## src/rtl/cram_pkg.sv

```systemverilog
package cram_pkg;
  typedef enum logic [1:0] {
    WM_HOLD        = 2'd0,
    WM_WRITE_FIRST = 2'd1,
    WM_READ_FIRST  = 2'd2
  } wmode_e;
endpackage

```

## src/rtl/cram_decoder.sv

```systemverilog
module cram_decoder #(
  parameter int NB    = 4,
  parameter int SEL_W = 2
) (
  input  logic             clk,
  input  logic             rst_n,
  input  logic             en,
  input  logic [SEL_W-1:0] idx,
  output logic [NB-1:0]    bank_en
);
  genvar k;
  generate
    for (k = 0; k < NB; k++) begin : g_dec
      assign bank_en[k] = en && (idx == SEL_W'(k));
    end
  endgenerate


  onehot_bank_chk: assert property (@(posedge clk) disable iff (!rst_n)
    $onehot0(bank_en));


  idle_no_bank_chk: assert property (@(posedge clk) disable iff (!rst_n)
    !en |-> (bank_en == '0));
endmodule

```

## src/rtl/cram_bank.sv

```systemverilog
module cram_bank
  import cram_pkg::*;
#(
  parameter int     DW    = 16,
  parameter int     AW    = 6,
  parameter wmode_e WMODE = WM_HOLD
) (
  input  logic          clk,
  input  logic          rst_n,
  input  logic          en,
  input  logic          we,
  input  logic [AW-1:0] waddr,
  input  logic [DW-1:0] wdata,
  output logic [DW-1:0] dout
);
  localparam int DEPTH = 1 << AW;

  logic [DW-1:0] mem [DEPTH];

  always_ff @(posedge clk) begin
    if (en && we) mem[waddr] <= wdata;
  end

  always_ff @(posedge clk or negedge rst_n) begin
    if (!rst_n) begin
      dout <= '0;
    end else if (en) begin
      if (!we) begin
        dout <= mem[waddr];
      end else begin
        case (WMODE)
          WM_WRITE_FIRST: dout <= wdata;
          WM_READ_FIRST:  dout <= mem[waddr];
          default:        dout <= dout;
        endcase
      end
    end
  end


  bank_idle_hold_chk: assert property (@(posedge clk) disable iff (!rst_n)
    !en |=> $stable(dout));

  generate
    if (WMODE == WM_WRITE_FIRST) begin : g_wf_chk

      bank_wf_chk: assert property (@(posedge clk) disable iff (!rst_n)
        (en && we) |=> (dout == $past(wdata)));
    end
  endgenerate
endmodule

```

## src/rtl/cram_outmux.sv

```systemverilog
module cram_outmux #(
  parameter int NB    = 4,
  parameter int SEL_W = 2,
  parameter int DW    = 16
) (
  input  logic                 clk,
  input  logic                 rst_n,
  input  logic                 capture,
  input  logic [SEL_W-1:0]     idx,
  input  logic [NB-1:0][DW-1:0] bank_dout,
  output logic [DW-1:0]        rdata
);
  generate
    if (NB == 1) begin : g_single
      assign rdata = bank_dout[0];
    end else begin : g_multi
      logic [SEL_W-1:0] sel_q;
      always_ff @(posedge clk or negedge rst_n) begin
        if (!rst_n)       sel_q <= '0;
        else if (capture) sel_q <= idx;
      end
      assign rdata = bank_dout[sel_q];
    end
  endgenerate
endmodule

```

## src/rtl/cascade_ram.sv

```systemverilog
module cascade_ram
  import cram_pkg::*;
#(
  parameter int     NUM_BANKS  = 4,
  parameter int     BANK_DEPTH = 64,
  parameter int     DATA_W     = 16,
  parameter wmode_e WMODE      = WM_HOLD,
  localparam int    BANK_AW    = $clog2(BANK_DEPTH),
  localparam int    IDX_W      = $clog2(NUM_BANKS),
  localparam int    ADDR_W     = BANK_AW + IDX_W
) (
  input  logic                 clk,
  input  logic                 rst_n,
  input  logic                 en,
  input  logic                 we,
  input  logic [ADDR_W-1:0]    addr,
  input  logic [DATA_W-1:0]    wdata,
  output logic [DATA_W-1:0]    rdata,
  output logic [NUM_BANKS-1:0] bank_act,
  output logic                 sel_err
);
  localparam int SEL_W = (IDX_W == 0) ? 1 : IDX_W;

  logic [SEL_W-1:0]                   idx;
  logic [BANK_AW-1:0]                 word;
  logic [NUM_BANKS-1:0][DATA_W-1:0]   bank_dout;
  logic                               capture;

  generate
    if (IDX_W == 0) begin : g_noidx
      assign idx = '0;
    end else begin : g_idx
      assign idx = addr[ADDR_W-1:BANK_AW];
    end
  endgenerate
  assign word = addr[BANK_AW-1:0];

  cram_decoder #(.NB(NUM_BANKS), .SEL_W(SEL_W)) u_dec (
    .clk(clk), .rst_n(rst_n), .en(en), .idx(idx), .bank_en(bank_act)
  );

  genvar b;
  generate
    for (b = 0; b < NUM_BANKS; b++) begin : g_bank
      cram_bank #(.DW(DATA_W), .AW(BANK_AW), .WMODE(WMODE)) u_bank (
        .clk(clk), .rst_n(rst_n), .en(bank_act[b]), .we(we),
        .waddr(word), .wdata(wdata), .dout(bank_dout[b])
      );
    end
  endgenerate

  // The select register follows only accesses that change the output.
  assign capture = en && (!we || (WMODE != WM_HOLD));

  cram_outmux #(.NB(NUM_BANKS), .SEL_W(SEL_W), .DW(DATA_W)) u_mux (
    .clk(clk), .rst_n(rst_n), .capture(capture), .idx(idx),
    .bank_dout(bank_dout), .rdata(rdata)
  );

  assign sel_err = ($countones(bank_act) > 1);


  no_sel_err_chk: assert property (@(posedge clk) disable iff (!rst_n)
    !sel_err);


  idle_rdata_chk: assert property (@(posedge clk) disable iff (!rst_n)
    !en |=> $stable(rdata));

  generate
    if (WMODE == WM_HOLD) begin : g_hold_chk

      hold_on_write_chk: assert property (@(posedge clk) disable iff (!rst_n)
        (en && we) |=> $stable(rdata));
    end
  endgenerate
endmodule

```

## config.mk

```make
export PLATFORM = sky130hd
export DESIGN_NAME = cascade_ram
export DESIGN_NICKNAME = d
export VERILOG_FILES = /design/src/rtl/cram_pkg.sv /design/src/rtl/cram_decoder.sv /design/src/rtl/cram_bank.sv /design/src/rtl/cram_outmux.sv /design/src/rtl/cascade_ram.sv
export SDC_FILE = /design/constraint.sdc
export NUM_CORES = 2
export LEC_CHECK = 0
export BUFFER_PORTS_ARGS = -buffer_cell sky130_fd_sc_hd__buf_2
export CORE_UTILIZATION = 45
export CTS_CLUSTER_DIAMETER = 150
export CTS_CLUSTER_SIZE = 30
export DETAILED_ROUTE_END_ITERATION = 10
export PLACE_DENSITY_LB_ADDON = 0.1
export SLEW_MARGIN = 20
export SYNTH_ARGS = -nofsm -noshare
export SYNTH_HDL_FRONTEND = slang
export SYNTH_SLANG_ARGS = --single-unit
```

## constraint.sdc

```tcl
create_clock -name clk -period 3.8 [get_ports clk]
set_input_delay 0.95 -clock clk [delete_from_list [all_inputs] [get_ports clk]]
set_output_delay 0.95 -clock clk [all_outputs]
set_load 0.005 [all_outputs]
```

; ---- After elaboration in Yosys (flattened, before gate mapping)
; Memory sizes are Yosys's and may differ from the RTL's. A register that Yosys moved wholly into a read port is not among the register bits.
; Cells that the tools add are included.
[totals]
ff_bits = 2
mem_bits_rw = 4096
in_bits = 28
word_cells = 43
n_memories = 4
[op_classes]
n_addsub = 3
n_lt_le_gt_ge = 2
n_eq_ne = 3
muxes = 10
bitwise = 1
reduce_logical = 19
[mem_list]
columns = memory, words, width, rd, rd_ports_with_merged_regs, wr, line
row1 = g_bank[0].u_bank.mem, 64, 16, 1, 1, 1, cram_bank.sv:18  ; logic [DW-1:0] mem [DEPTH];
row2 = g_bank[1].u_bank.mem, 64, 16, 1, 1, 1, cram_bank.sv:18
row3 = g_bank[2].u_bank.mem, 64, 16, 1, 1, 1, cram_bank.sv:18
row4 = g_bank[3].u_bank.mem, 64, 16, 1, 1, 1, cram_bank.sv:18
[ops]
columns = operator, count
row1 = $bmux W16 S2, 1
row2 = $gt A32 B2 Y1 const B, 1
row3 = $mux W16, 1
row4 = $logic_and A1 B1 Y1, 9
row5 = $mux W1, 8
row6 = $reduce_and A2 Y1, 4
row7 = $logic_not A1 Y1, 5
row8 = $add A1 B1 Y2, 2
row9 = $eq A2 B2 Y1 const B, 2
row10 = $add A2 B2 Y3, 1
row11 = $lt A2 B3 Y1 const B, 1
row12 = $eq A2 B1 Y1 const B, 1
row13 = $logic_not A2 Y1, 1
row14 = $not A1 Y1, 1

; ---- Depth between registers and ports, before layout
[logic_depth]
ltp_word = 5
mapped_depth = 13
depth_no_buf = 6

; ---- By module
; From an unflattened synthesis, not the netlist that was laid out.
[hier_totals]
hier_cells = 8947
hier_area_um2 = 162508.4
[by_module_without_submodules]
columns = mod, n_inst, cells_per_inst, area_each_um2, seq_area_each_um2
row1 = cram_bank, 4, 2228, 40480.1, 31149.9
row2 = cram_outmux, 1, 24, 500.5, 50.0
row3 = cascade_ram, 1, 7, 50.0, 0.0
row4 = cram_decoder, 1, 4, 37.5, 0.0

; ---- Worst setup path after synthesis
; OpenSTA, ideal clock, no wires.
[synth_path]
path_kind = input-to-reg
from = in addr[3]
to = mem g_bank[0].u_bank.mem[1][0] (enable)
setup_ns = 0.388
t_arrival_ns = 3.084
slack_ns = 0.327
stages = 6
path_buffers = 3
path_cell_list = buf_2 -> nor3_1 -> clkbuf_1 -> clkbuf_1 -> nand2_1 -> nor2_1
[synth_lines]
columns = element, line
row1 = from (decl), cascade_ram.sv:16  ; input logic [ADDR_W-1:0] addr,
row2 = to (decl), cram_bank.sv:18
; No word-level cell before the write port.

; ---- Worst setup path in the final report
[layout_path]
from = reg g_bank[3].u_bank.dout[0], read port of g_bank[3].u_bank.mem
to = out rdata[0]
[layout_via]
elab_chain_len = 2
[layout_lines]
columns = element, line
row1 = from (decl), cram_bank.sv:14  ; output logic [DW-1:0] dout
row2 = $bmux W16 S2, cram_outmux.sv:22  ; assign rdata = bank_dout[sel_q];
row3 = $mux W16 (not written as such), cram_outmux.sv:22
row4 = to (decl), cascade_ram.sv:18  ; output logic [DATA_W-1:0] rdata,
; No other way between the ends. The select of a mux whose other input is x is not followed.

==> reports/qor.txt <==
Status - finished, violations left
Failing checks - DRC
Post-CTS Hold Fix Bufs - 0
Synth Instances - 8,689
Row count - 219
Detailed Route WL - 601 mm
Fillers - 28,864
Clk_skew - 0.0629 ns
Cells along the critical path - mux4_2 > buf_2
Slowest stage delay, CP - 0.71 ns
Post-CTS Setup Bufs - 0
Clock root buffer - clkbuf_16
# Max-Cap Violations - 0
Avg Inst Size Synth - 18.5 sq um
Met1 Usage GRT - 0.467
DR iter-0 viols - 15,348
Worst-Skew Late Latency - 0.98 ns
Estimated wirelength of the detail-placed design - 387 mm
Final core occ - 0.514
Synthesized area - 161,000 sq um
Final non-filler cell total - 14,303
Post-synth top area share - 0.765
Vias in the first global route - 89,538
Crit-path slowest cell - mux4_2
CP arrival - 2.55 ns
Worst-path maximum fanout - 2
Most Crowded Layer GR - met2
Syn nets - 8,718
Setup violators final - 0
Ys flop type - edfxtp_1
Layout Area Growth over Synthesis - 13.7%
# DRC - 6
Leak - 0.0575 uW
Async S/R FF share, synth - 0.0159
CORE AREA - 356,000 sq um
Routability cong. - 0.914
Met3 Usage GRT - 0.0654
Initial core utilization - 0.452
Warnings, synthesis - 0
# port buffers - 48
Met2 Use GR - 0.499
Largest net degree at the start of global routing - 116
Worst hold path class - input pin to async pin
Clk sinks - 4,162
Leading cell types by total area after synthesis - edfxtp_1, mux4_2, mux2i_1, a221oi_1, mux2_2
CTS tree - built
Clock slew at reported path FFs - 0.12 ns
Seq/Total Area, Yosys - 0.776
Final Critical Period - 3.50 ns
DIE AREA - 359,000 sq um
Number of flops mapped to enable cells by yosys - 4,096
Pwr Density - 439 nW/um^2
Worst endpoint required time - 2.85 ns
Nets@finish - 9,457
Post-synth top area cell - edfxtp_1
Initial antenna violation count - 43
First-pass GRT wire length - 803 mm
Fin. max-slew vios - 0
Worst slew margin - 0.130
Final hold vios - 0
Total gr overflow - 0
Die Y - 600 um
Least-Margin Pin Slew - 1.30 ns
Dpl cells - 14,016
CTS Buf Count - 161
Routed vias - 94,992
Layout cell share with drive strength beyond 1 - 0.244
Tot GR Track Use - 0.331
Ratio of final minimum period to clock period - 0.922
RSZ-0062 raised after global routing - false
Routed vias/inst - 6.64
Fmax achieved - 286 MHz
Post-synth cell types - 78
CP Class - flop to output pin
Post-CTS Resized - 0
VDD IR-drop max - 0.468 mV
DR pass1 iterations - 10
Max Buffers Root-to-Sink - 4
Routed len/inst - 42.0 um
Die X - 600 um
Post-route ant nets - 0
Ports - 49
Yosys reg bits - 4,162
CP Capture Type - output pin
Htree depth - 4
Startpoint Class - flop
logic make-up (layout without fill, tap and decap cells):
logic type	after synthesis	count (layout)	share of synthesized area
other	0	19	0
and+or+nand+nor	877	877	0.0231
adders and majority gates	1	1	0.000125
muxes	1117	1117	0.0930
AOI/OAI and AO/OA	1896	1896	0.0868
buffers and inverters	636	1480	0.0212
DFF	4162	4162	0.776
metal layers:
layer  part of all wire  wire (um)
met2               0.45     269000
met4              0.052      31300
met1               0.39     235000
met3               0.11      65600
met5            0.00029        172
worst paths after layout:
kind	from	end	slack, ns	cells after the start
max	g_bank[3].u_bank.dout[0]$_DFFE_PN0P_	rdata[0]	0.30	2
min	rst_n	g_bank[0].u_bank.dout[8]$_DFFE_PN0P_	0.03	1
max reg2reg	g_bank[0].u_bank.mem[60][12]$_DFFE_PP_	g_bank[0].u_bank.dout[12]$_DFFE_PN0P_	1.26	7
min reg2reg	g_bank[0].u_bank.dout[1]$_DFFE_PN0P_	g_bank[0].u_bank.dout[1]$_DFFE_PN0P_	0.53	1
max in group asynchronous	rst_n	g_bank[1].u_bank.dout[7]$_DFFE_PN0P_	2.87	2
min in group clk	wdata[11]	g_bank[0].u_bank.mem[28][11]$_DFFE_PP_	0.33	1
area by class of cell:
cell class / instances / area [sq um] / share of cell area
Timing Repair Buffer: 1206 / 14000 / 0.0766
Sequential cell: 4162 / 125000 / 0.682
Clock buffer: 259 / 4460 / 0.0244
Multi-Input combinational cell: 3891 / 33500 / 0.183
Antenna cell: 19 / 47.5 / 0.000260
Inverter: 6 / 42.5 / 0.000233
Tap cell: 4751 / 5940 / 0.0325
Clock inverter: 9 / 126 / 0.000691
stage by stage:
stage                     setup TNS [ns]  setup slack (ns)  hold WS [ns]  cell area (sq um)  power, uW
after floorplan                        0             0.327         0.465             161000      54300
after global placement             -8.75            -0.791         0.483             178000      58600
after detailed placement           -5.94            -0.396         0.501             178000      58600
after CTS                              0             0.283        0.0111             183000      80200
after global routing                   0             0.331        0.0382             183000      81700
final                                  0             0.298        0.0323             183000      80200
sequential cells by signal, summed over array words and instances, names as in the netlist:
register / count
g_bank.u_bank.dout: 64
u_mux.g_multi.sel_q: 2
g_bank.u_bank.mem: 4096
cells in the mapped netlist (all sizes together) (26+ instances only):
| cell | n |
|---|---|
| nand3 | 36 |
| a22oi | 331 |
| nor2 | 491 |
| a31oi | 41 |
| nand2 | 225 |
| o211ai | 26 |
| o2bb2ai | 29 |
| edfxtp | 4096 |
| mux2i | 475 |
| mux2 | 381 |
| a22o | 64 |
| dfrtp | 66 |
| a221o | 61 |
| a21oi | 226 |
| o21ai | 226 |
| clkbuf | 207 |
| a221oi | 477 |
| buf | 423 |
| o22ai | 223 |
| mux4 | 261 |
| o32a | 36 |
cells in the final DEF, fill, tap and decap left out, types with 19 or more instances in the layout:
master,instances
o21ai_0,220
a31oi_1,41
buf_4,769
nor2_1,229
a21oi_1,226
o22a_1,23
nand2_1,219
buf_8,19
dfrtp_1,66
o211ai_1,26
clkbuf_16,164
a221o_1,61
mux2i_1,475
a22oi_1,331
mux2_2,362
buf_2,28
buf_12,389
diode_2,19
a22o_1,64
o22ai_1,223
clkbuf_1,95
edfxtp_1,4096
o2bb2ai_1,29
o32a_1,36
o221ai_1,23
a221oi_1,473
nor2_2,257
nand3_1,35
mux4_2,261
power breakdown:
part | switching [uW] | internal (uW) | total (uW)
clock | 14100 | 8290 | 22400
combinational | 4400 | 2170 | 6570
sequential | 680 | 50500 | 51200
total | 19200 | 61000 | 80200
worst max-delay path: cells and delay by family (launching register included):
family | cells | cell delay (ns)
multiplexers | 1 | 0.71
flip-flops | 1 | 0.69
buffers and inverters | 1 | 0.18
No activity file was read; power rests on OpenSTA's default activity.
